### config.mk
export PLATFORM = sky130hd
export DESIGN_NAME = led_status_serializer
export DESIGN_NICKNAME = d
export VERILOG_FILES = /design/src/rtl/led_pkg.sv /design/src/rtl/led_strap_capture.sv /design/src/rtl/led_clk_gen.sv /design/src/rtl/led_status_stretch.sv /design/src/rtl/led_frame_shifter.sv /design/src/rtl/led_status_serializer.sv
export SDC_FILE = /design/constraint.sdc
export NUM_CORES = 1
export LEC_CHECK = 0
export ABC_AREA = 1
export BUFFER_PORTS_ARGS = -buffer_cell sky130_fd_sc_hd__buf_4
export CAP_MARGIN = 20
export CORE_MARGIN = 3
export CORE_UTILIZATION = 47
export CTS_CLUSTER_SIZE = 28
export DETAILED_ROUTE_END_ITERATION = 7
export HOLD_SLACK_MARGIN = 0.12
export PLACE_DENSITY = 0.68
export SLEW_MARGIN = 15
export SYNTH_ARGS = -nofsm -noshare
export SYNTH_HDL_FRONTEND = slang
export SYNTH_SLANG_ARGS = --single-unit
### constraint.sdc
create_clock -name clk_i -period 4.2 [get_ports clk_i]
set_clock_uncertainty 0.2 [all_clocks]
set_input_delay 0.84 -clock clk_i [delete_from_list [all_inputs] [get_ports clk_i]]
set_output_delay 0.84 -clock clk_i [all_outputs]
set_load 0.01 [all_outputs]
### src/rtl/led_pkg.sv
`timescale 1ns/1ps
package led_pkg;
  localparam int unsigned FIELDS  = 5;
  // bit position inside a port's 5-bit group, MSB shifted first
  localparam int unsigned F_LINK  = 4;
  localparam int unsigned F_FDX   = 3;
  localparam int unsigned F_ACT   = 2;
  localparam int unsigned F_COL   = 1;
  localparam int unsigned F_BFULL = 0;
endpackage

### src/rtl/led_strap_capture.sv
`timescale 1ns/1ps
module led_strap_capture (
  input  logic clk_i,
  input  logic rst_ni,
  input  logic stb_pin_i,
  input  logic dat_pin_i,
  output logic open_o,
  output logic force_link_o,
  output logic slow_exp_o
);
  logic open_q, stb_q, dat_q;

  always_ff @(posedge clk_i or negedge rst_ni) begin
    if (!rst_ni) open_q <= 1'b1;
    else         open_q <= 1'b0;
  end

  // sampled on every edge inside reset and on the first one after it
  always_ff @(posedge clk_i) begin
    if (open_q) begin
      stb_q <= stb_pin_i;
      dat_q <= dat_pin_i;
    end
  end

  assign open_o       = open_q;
  assign force_link_o = ~stb_q;
  assign slow_exp_o   = dat_q;
endmodule

### src/rtl/led_clk_gen.sv
`timescale 1ns/1ps
module led_clk_gen #(
  parameter int unsigned HALF_DIV = 4
) (
  input  logic clk_i,
  input  logic rst_ni,
  input  logic en_i,
  output logic led_clk_o,
  output logic fall_o
);
  localparam int unsigned CW = (HALF_DIV > 1) ? $clog2(HALF_DIV) : 1;
  localparam logic [CW-1:0] LAST = CW'(HALF_DIV - 1);

  logic [CW-1:0] cnt_q;
  logic          lclk_q;
  logic          wrap;

  assign wrap = en_i && (cnt_q == LAST);

  always_ff @(posedge clk_i or negedge rst_ni) begin
    if (!rst_ni) begin
      cnt_q  <= '0;
      lclk_q <= 1'b0;
    end else if (en_i) begin
      if (wrap) begin
        cnt_q  <= '0;
        lclk_q <= ~lclk_q;
      end else begin
        cnt_q <= cnt_q + 1'b1;
      end
    end
  end

  assign led_clk_o = lclk_q;
  assign fall_o    = wrap && lclk_q;
endmodule

### src/rtl/led_status_stretch.sv
`timescale 1ns/1ps
module led_status_stretch
  import led_pkg::*;
#(
  parameter int unsigned NPORTS = 8,
  localparam int unsigned FRAME_BITS = NPORTS * FIELDS
) (
  input  logic                  clk_i,
  input  logic                  rst_ni,
  input  logic                  load_i,
  input  logic                  force_link_i,
  input  logic [NPORTS-1:0]     link_i,
  input  logic [NPORTS-1:0]     fdx_i,
  input  logic [NPORTS-1:0]     act_i,
  input  logic [NPORTS-1:0]     col_i,
  input  logic [NPORTS-1:0]     bfull_i,
  output logic [FRAME_BITS-1:0] status_o
);
  logic [NPORTS-1:0] act_hold_q, col_hold_q;

  always_ff @(posedge clk_i or negedge rst_ni) begin
    if (!rst_ni) begin
      act_hold_q <= '0;
      col_hold_q <= '0;
    end else if (load_i) begin
      act_hold_q <= '0;
      col_hold_q <= '0;
    end else begin
      act_hold_q <= act_hold_q | act_i;
      col_hold_q <= col_hold_q | col_i;
    end
  end

  for (genvar p = 0; p < NPORTS; p++) begin : g_port
    assign status_o[p*FIELDS + F_LINK]  = link_i[p] | force_link_i;
    assign status_o[p*FIELDS + F_FDX]   = fdx_i[p];
    assign status_o[p*FIELDS + F_ACT]   = act_i[p] | act_hold_q[p];
    assign status_o[p*FIELDS + F_COL]   = col_i[p] | col_hold_q[p];
    assign status_o[p*FIELDS + F_BFULL] = bfull_i[p];
  end
endmodule

### src/rtl/led_frame_shifter.sv
`timescale 1ns/1ps
module led_frame_shifter #(
  parameter int unsigned FRAME_BITS = 40
) (
  input  logic                  clk_i,
  input  logic                  rst_ni,
  input  logic                  fall_i,
  input  logic [FRAME_BITS-1:0] status_i,
  output logic                  load_o,
  output logic                  dat_o,
  output logic                  stb_o
);
  localparam int unsigned IW = $clog2(FRAME_BITS + 1);
  localparam logic [IW-1:0] STB_SLOT = IW'(FRAME_BITS);

  logic [IW-1:0]         idx_q;
  logic [FRAME_BITS-1:0] sreg_q;
  logic                  in_slot;

  assign in_slot = (idx_q == STB_SLOT);
  assign load_o  = fall_i && in_slot;

  always_ff @(posedge clk_i or negedge rst_ni) begin
    if (!rst_ni) begin
      idx_q  <= '0;
      sreg_q <= '0;
    end else if (fall_i) begin
      if (in_slot) begin
        idx_q  <= '0;
        sreg_q <= status_i;
      end else begin
        idx_q  <= idx_q + 1'b1;
        sreg_q <= {sreg_q[FRAME_BITS-2:0], 1'b0};
      end
    end
  end

  assign dat_o = in_slot ? 1'b1 : ~sreg_q[FRAME_BITS-1];
  assign stb_o = in_slot;
endmodule

### src/rtl/led_status_serializer.sv
`timescale 1ns/1ps
module led_status_serializer
  import led_pkg::*;
#(
  parameter int unsigned NPORTS   = 8,
  parameter int unsigned HALF_DIV = 4
) (
  input  logic              clk_i,
  input  logic              rst_ni,
  input  logic [NPORTS-1:0] link_i,
  input  logic [NPORTS-1:0] fdx_i,
  input  logic [NPORTS-1:0] act_i,
  input  logic [NPORTS-1:0] col_i,
  input  logic [NPORTS-1:0] bfull_i,
  input  logic              stb_pin_i,
  input  logic              dat_pin_i,
  output logic              pin_oe_o,
  output logic              led_clk_o,
  output logic              led_dat_o,
  output logic              led_stb_o,
  output logic              strap_force_link_o,
  output logic              strap_slow_exp_o
);
  localparam int unsigned FRAME_BITS = NPORTS * FIELDS;

  logic                  strap_open, force_link, fall, load, stb_raw;
  logic [FRAME_BITS-1:0] status;

  led_strap_capture i_strap (
    .clk_i        (clk_i),
    .rst_ni       (rst_ni),
    .stb_pin_i    (stb_pin_i),
    .dat_pin_i    (dat_pin_i),
    .open_o       (strap_open),
    .force_link_o (force_link),
    .slow_exp_o   (strap_slow_exp_o)
  );

  led_clk_gen #(.HALF_DIV(HALF_DIV)) i_clk_gen (
    .clk_i     (clk_i),
    .rst_ni    (rst_ni),
    .en_i      (~strap_open),
    .led_clk_o (led_clk_o),
    .fall_o    (fall)
  );

  led_status_stretch #(.NPORTS(NPORTS)) i_stretch (
    .clk_i        (clk_i),
    .rst_ni       (rst_ni),
    .load_i       (load),
    .force_link_i (force_link),
    .link_i       (link_i),
    .fdx_i        (fdx_i),
    .act_i        (act_i),
    .col_i        (col_i),
    .bfull_i      (bfull_i),
    .status_o     (status)
  );

  led_frame_shifter #(.FRAME_BITS(FRAME_BITS)) i_shifter (
    .clk_i    (clk_i),
    .rst_ni   (rst_ni),
    .fall_i   (fall),
    .status_i (status),
    .load_o   (load),
    .dat_o    (led_dat_o),
    .stb_o    (stb_raw)
  );

  assign pin_oe_o           = ~strap_open;
  assign led_stb_o          = stb_raw & ~strap_open;
  assign strap_force_link_o = force_link;
endmodule

==> impl_metrics.tcl <==
set metrics [dict create \
    ys_async_sr_fraction 0.9706 \
    drt-initial-drc-count 128 \
    start_util 0.4987 \
    post-dp-hpwl_mm 4.107 \
    cts.sinks 68 \
    crit_type "reg2out" \
    ios 50 \
    drive_gt1_frac 0.1587 \
    hold-worst-slack_ns 0.2819 \
    worst_slew_pin_slew_ns 0.9237 \
    synthCells 430 \
    period_minus_slack_ns 2.980 \
    grtUsageTotal 0.1908 \
    clk_path_buf_depth 2 \
    drc 0 \
    fp-row-count 29 \
    nets 521 \
    dieArea_um2 7965 \
    power_density_nw_per_um2 555.1 \
    area_growth_pct 19.02 \
    dr_wl_met2_mm 2.989 \
    cp.required_ns 3.16 \
    synth_common_cells "nand2_1 (167), dfrtp_1 (65), inv_1 (59)" \
    antenna_found_initial 0 \
    tns_ns 0 \
    vias 2679 \
    die_x_um 89.25 \
    wl_mm 6.649 \
    highest_layer "met4" \
    finalHoldViolations 0 \
    cts-root-buf "clkbuf_8" \
    synth.area.top_cells "dfrtp_1 (50%), nand2_1 (19%), nand3_1 (7.2%)" \
    slew-limit-headroom 0.3828 \
    fmax_mhz 335.5 \
    syn_area_um2 3257 \
    timing.final.crit_share 0.7096 \
    cts_hold_buffers 0 \
    diodes 0 \
    endpoint_kind "output port" \
    die_y_um 89.25 \
    tritoncts "done" \
    first_global_vias 2647 \
    register_area_um2 1713 \
    critPathSlowestCell "nand3b_4" \
    routedWlPerCell_um 11.96 \
    synthMostInstantiatedCell "nand2_1" \
    grt_start_max_net_pins 67 \
    ys_warn_count 0 \
    avgSynthCellArea_um2 7.574 \
    synth-edff-count 2 \
    yosysSeqAreaShare 0.5259 \
    synth_top_area_cell "dfrtp_1" \
    wl_met3_um 342 \
    post_cts.repair.setup_buffers 0 \
    wl_met1_mm 3.212 \
    grt_overflow_total 0 \
    clkTransAtPathRegs_ns 0.07 \
    hp-class "reg2reg" \
    path_cells "inv_1 > ha_1 > nand2_1 > nand3b_4 > nor2_1 > buf_4" \
    insertion_delay_ns 0.33 \
    gp_congestion 0.7158 \
    path_max_fanout 44 \
    ys_types 25 \
    worst_setup_path_start_kind "register" \
    ys_ff_latch 68 \
    rsz0062_at_grt "false" \
    slowest_delay_ns 0.47 \
    fillers 633 \
    h-tree-depth 3 \
    first_pass_iters 4 \
    final-setup-viol-count 0 \
    via_per_inst 4.818 \
    p_leak_nw 2.123 \
    cap_violations 0 \
    synth.top_cell.area_share 0.4994 \
    synth_fp_nets 477 \
    ant_nets 0 \
    grt_pass1_wl_mm 11.68 \
    ctsResizeCount 0 \
    cts_made_buffers 9 \
    io_buffers 49 \
    ys.flop_type "dfrtp_1" \
    finalMaxSlewViolations 0 \
    status "complete, no violations" \
    cp_data_arrival_time_ns 1.94 \
    ir_worst_vdd_mv 0.2815 \
    coreArea_um2 6531 \
    multi_input_area_um2 1190 \
]
layer usage:
metal,vias up,global-route usage
met1,1240,0.2504
li1,1372,-
met3,9,0.05346
met5,-,0
met4,0,0.07037
met2,58,0.3027
through the flow:
step	utilization	total power, W	worst slack, ns	cells	cell area (um^2)
after detailed placement	0.5552	0.001497	1.580	540	3626
after global placement	0.5552	0.001475	1.622	540	3626
after global routing	0.5935	0.002330	1.041	556	3876
final	0.5935	0.002152	1.220	556	3876
after CTS	0.5935	0.002176	1.201	556	3876
after floorplan	-	0.001347	1.979	430	3257
path summary, 6_finish.rpt:
check	from	endpoint	cells after the start	slack [ns]
worst max-delay path	i_shifter.idx_q[0]$_DFFE_PN0N_	led_stb_o	6	1.22
worst min-delay path	i_shifter.sreg_q[38]$_DFFE_PN0N_	i_shifter.sreg_q[38]$_DFFE_PN0N_	2	0.28
worst max register to register	i_shifter.idx_q[0]$_DFFE_PN0N_	i_shifter.idx_q[3]$_DFFE_PN0N_	7	1.69
worst min register to register	i_shifter.sreg_q[38]$_DFFE_PN0N_	i_shifter.sreg_q[38]$_DFFE_PN0N_	2	0.28
max in group asynchronous	rst_ni	i_shifter.sreg_q[39]$_DFFE_PN0N_	1	2.87
min in group asynchronous	rst_ni	i_shifter.sreg_q[8]$_DFFE_PN0N_	1	0.40
registers in the layout, indices dropped and copies added, names as in the netlist:
register and cells:
i_clk_gen.led_clk_o 1, i_clk_gen.cnt_q 2, i_shifter.idx_q 6, i_strap.slow_exp_o 1, i_strap.open_o 1, i_shifter.sreg_q 40, i_stretch.col_hold_q 8, i_strap.stb_q 1
i_stretch.act_hold_q 8
cell usage in the layout (no fill, tap or decap):
master     instances
o21a_1             1
xor2_1             1
a21oi_1            3
o22ai_1            1
nor2_2             1
dfstp_2            1
inv_1             59
nand2_1          167
nand3b_4           1
inv_2              5
o21ai_0            6
edfxtp_1           2
dfrtp_1           65
nor2_4             1
nand3_1           47
nand3_2            1
conb_1             1
buf_4             51
ha_1               3
clkbuf_1           1
nor2_1            44
clkinv_2           1
clkinv_1           1
clkbuf_8          11
nand4_1            1
bufinv_16          3
power by group:
part,internal [W],switching [W]
Sequential,0.000859,0.000111
Clock,0.000426,0.000242
Combinational,0.000225,0.000288
Total,0.00151,0.000641
critical path, delay by kind of cell, from the launching register on:
kind / cells / cell delay (ns)
buffers and inverters: 2 / 0.25
adder cells (fa/ha/maj): 1 / 0.18
flip-flops: 1 / 0.40
AND/OR/NAND/NOR: 3 / 0.76
cell families (layout without fill, tap and decap cells):
logic type,after synthesis,count (layout),share of synthesized area
XOR/XNOR,1,1,0.002690
AO/OA/AOI/OAI,11,11,0.01806
adder cells (fa/ha/maj),3,3,0.01153
AND/OR/NAND/NOR,263,263,0.3319
other,1,1,0.001151
buffers and inverters,83,132,0.1087
flip-flops,68,68,0.5259
layout make-up:
type	count	share of cell area
sequential	68	0.4419
multi-input combinational	279	0.3070
timing repair buffer	51	0.09877
inverter	65	0.06294
clock buffer	12	0.04003
tap	77	0.02485
clock inverter	4	0.02453
(Power assumes the default switching activity.)
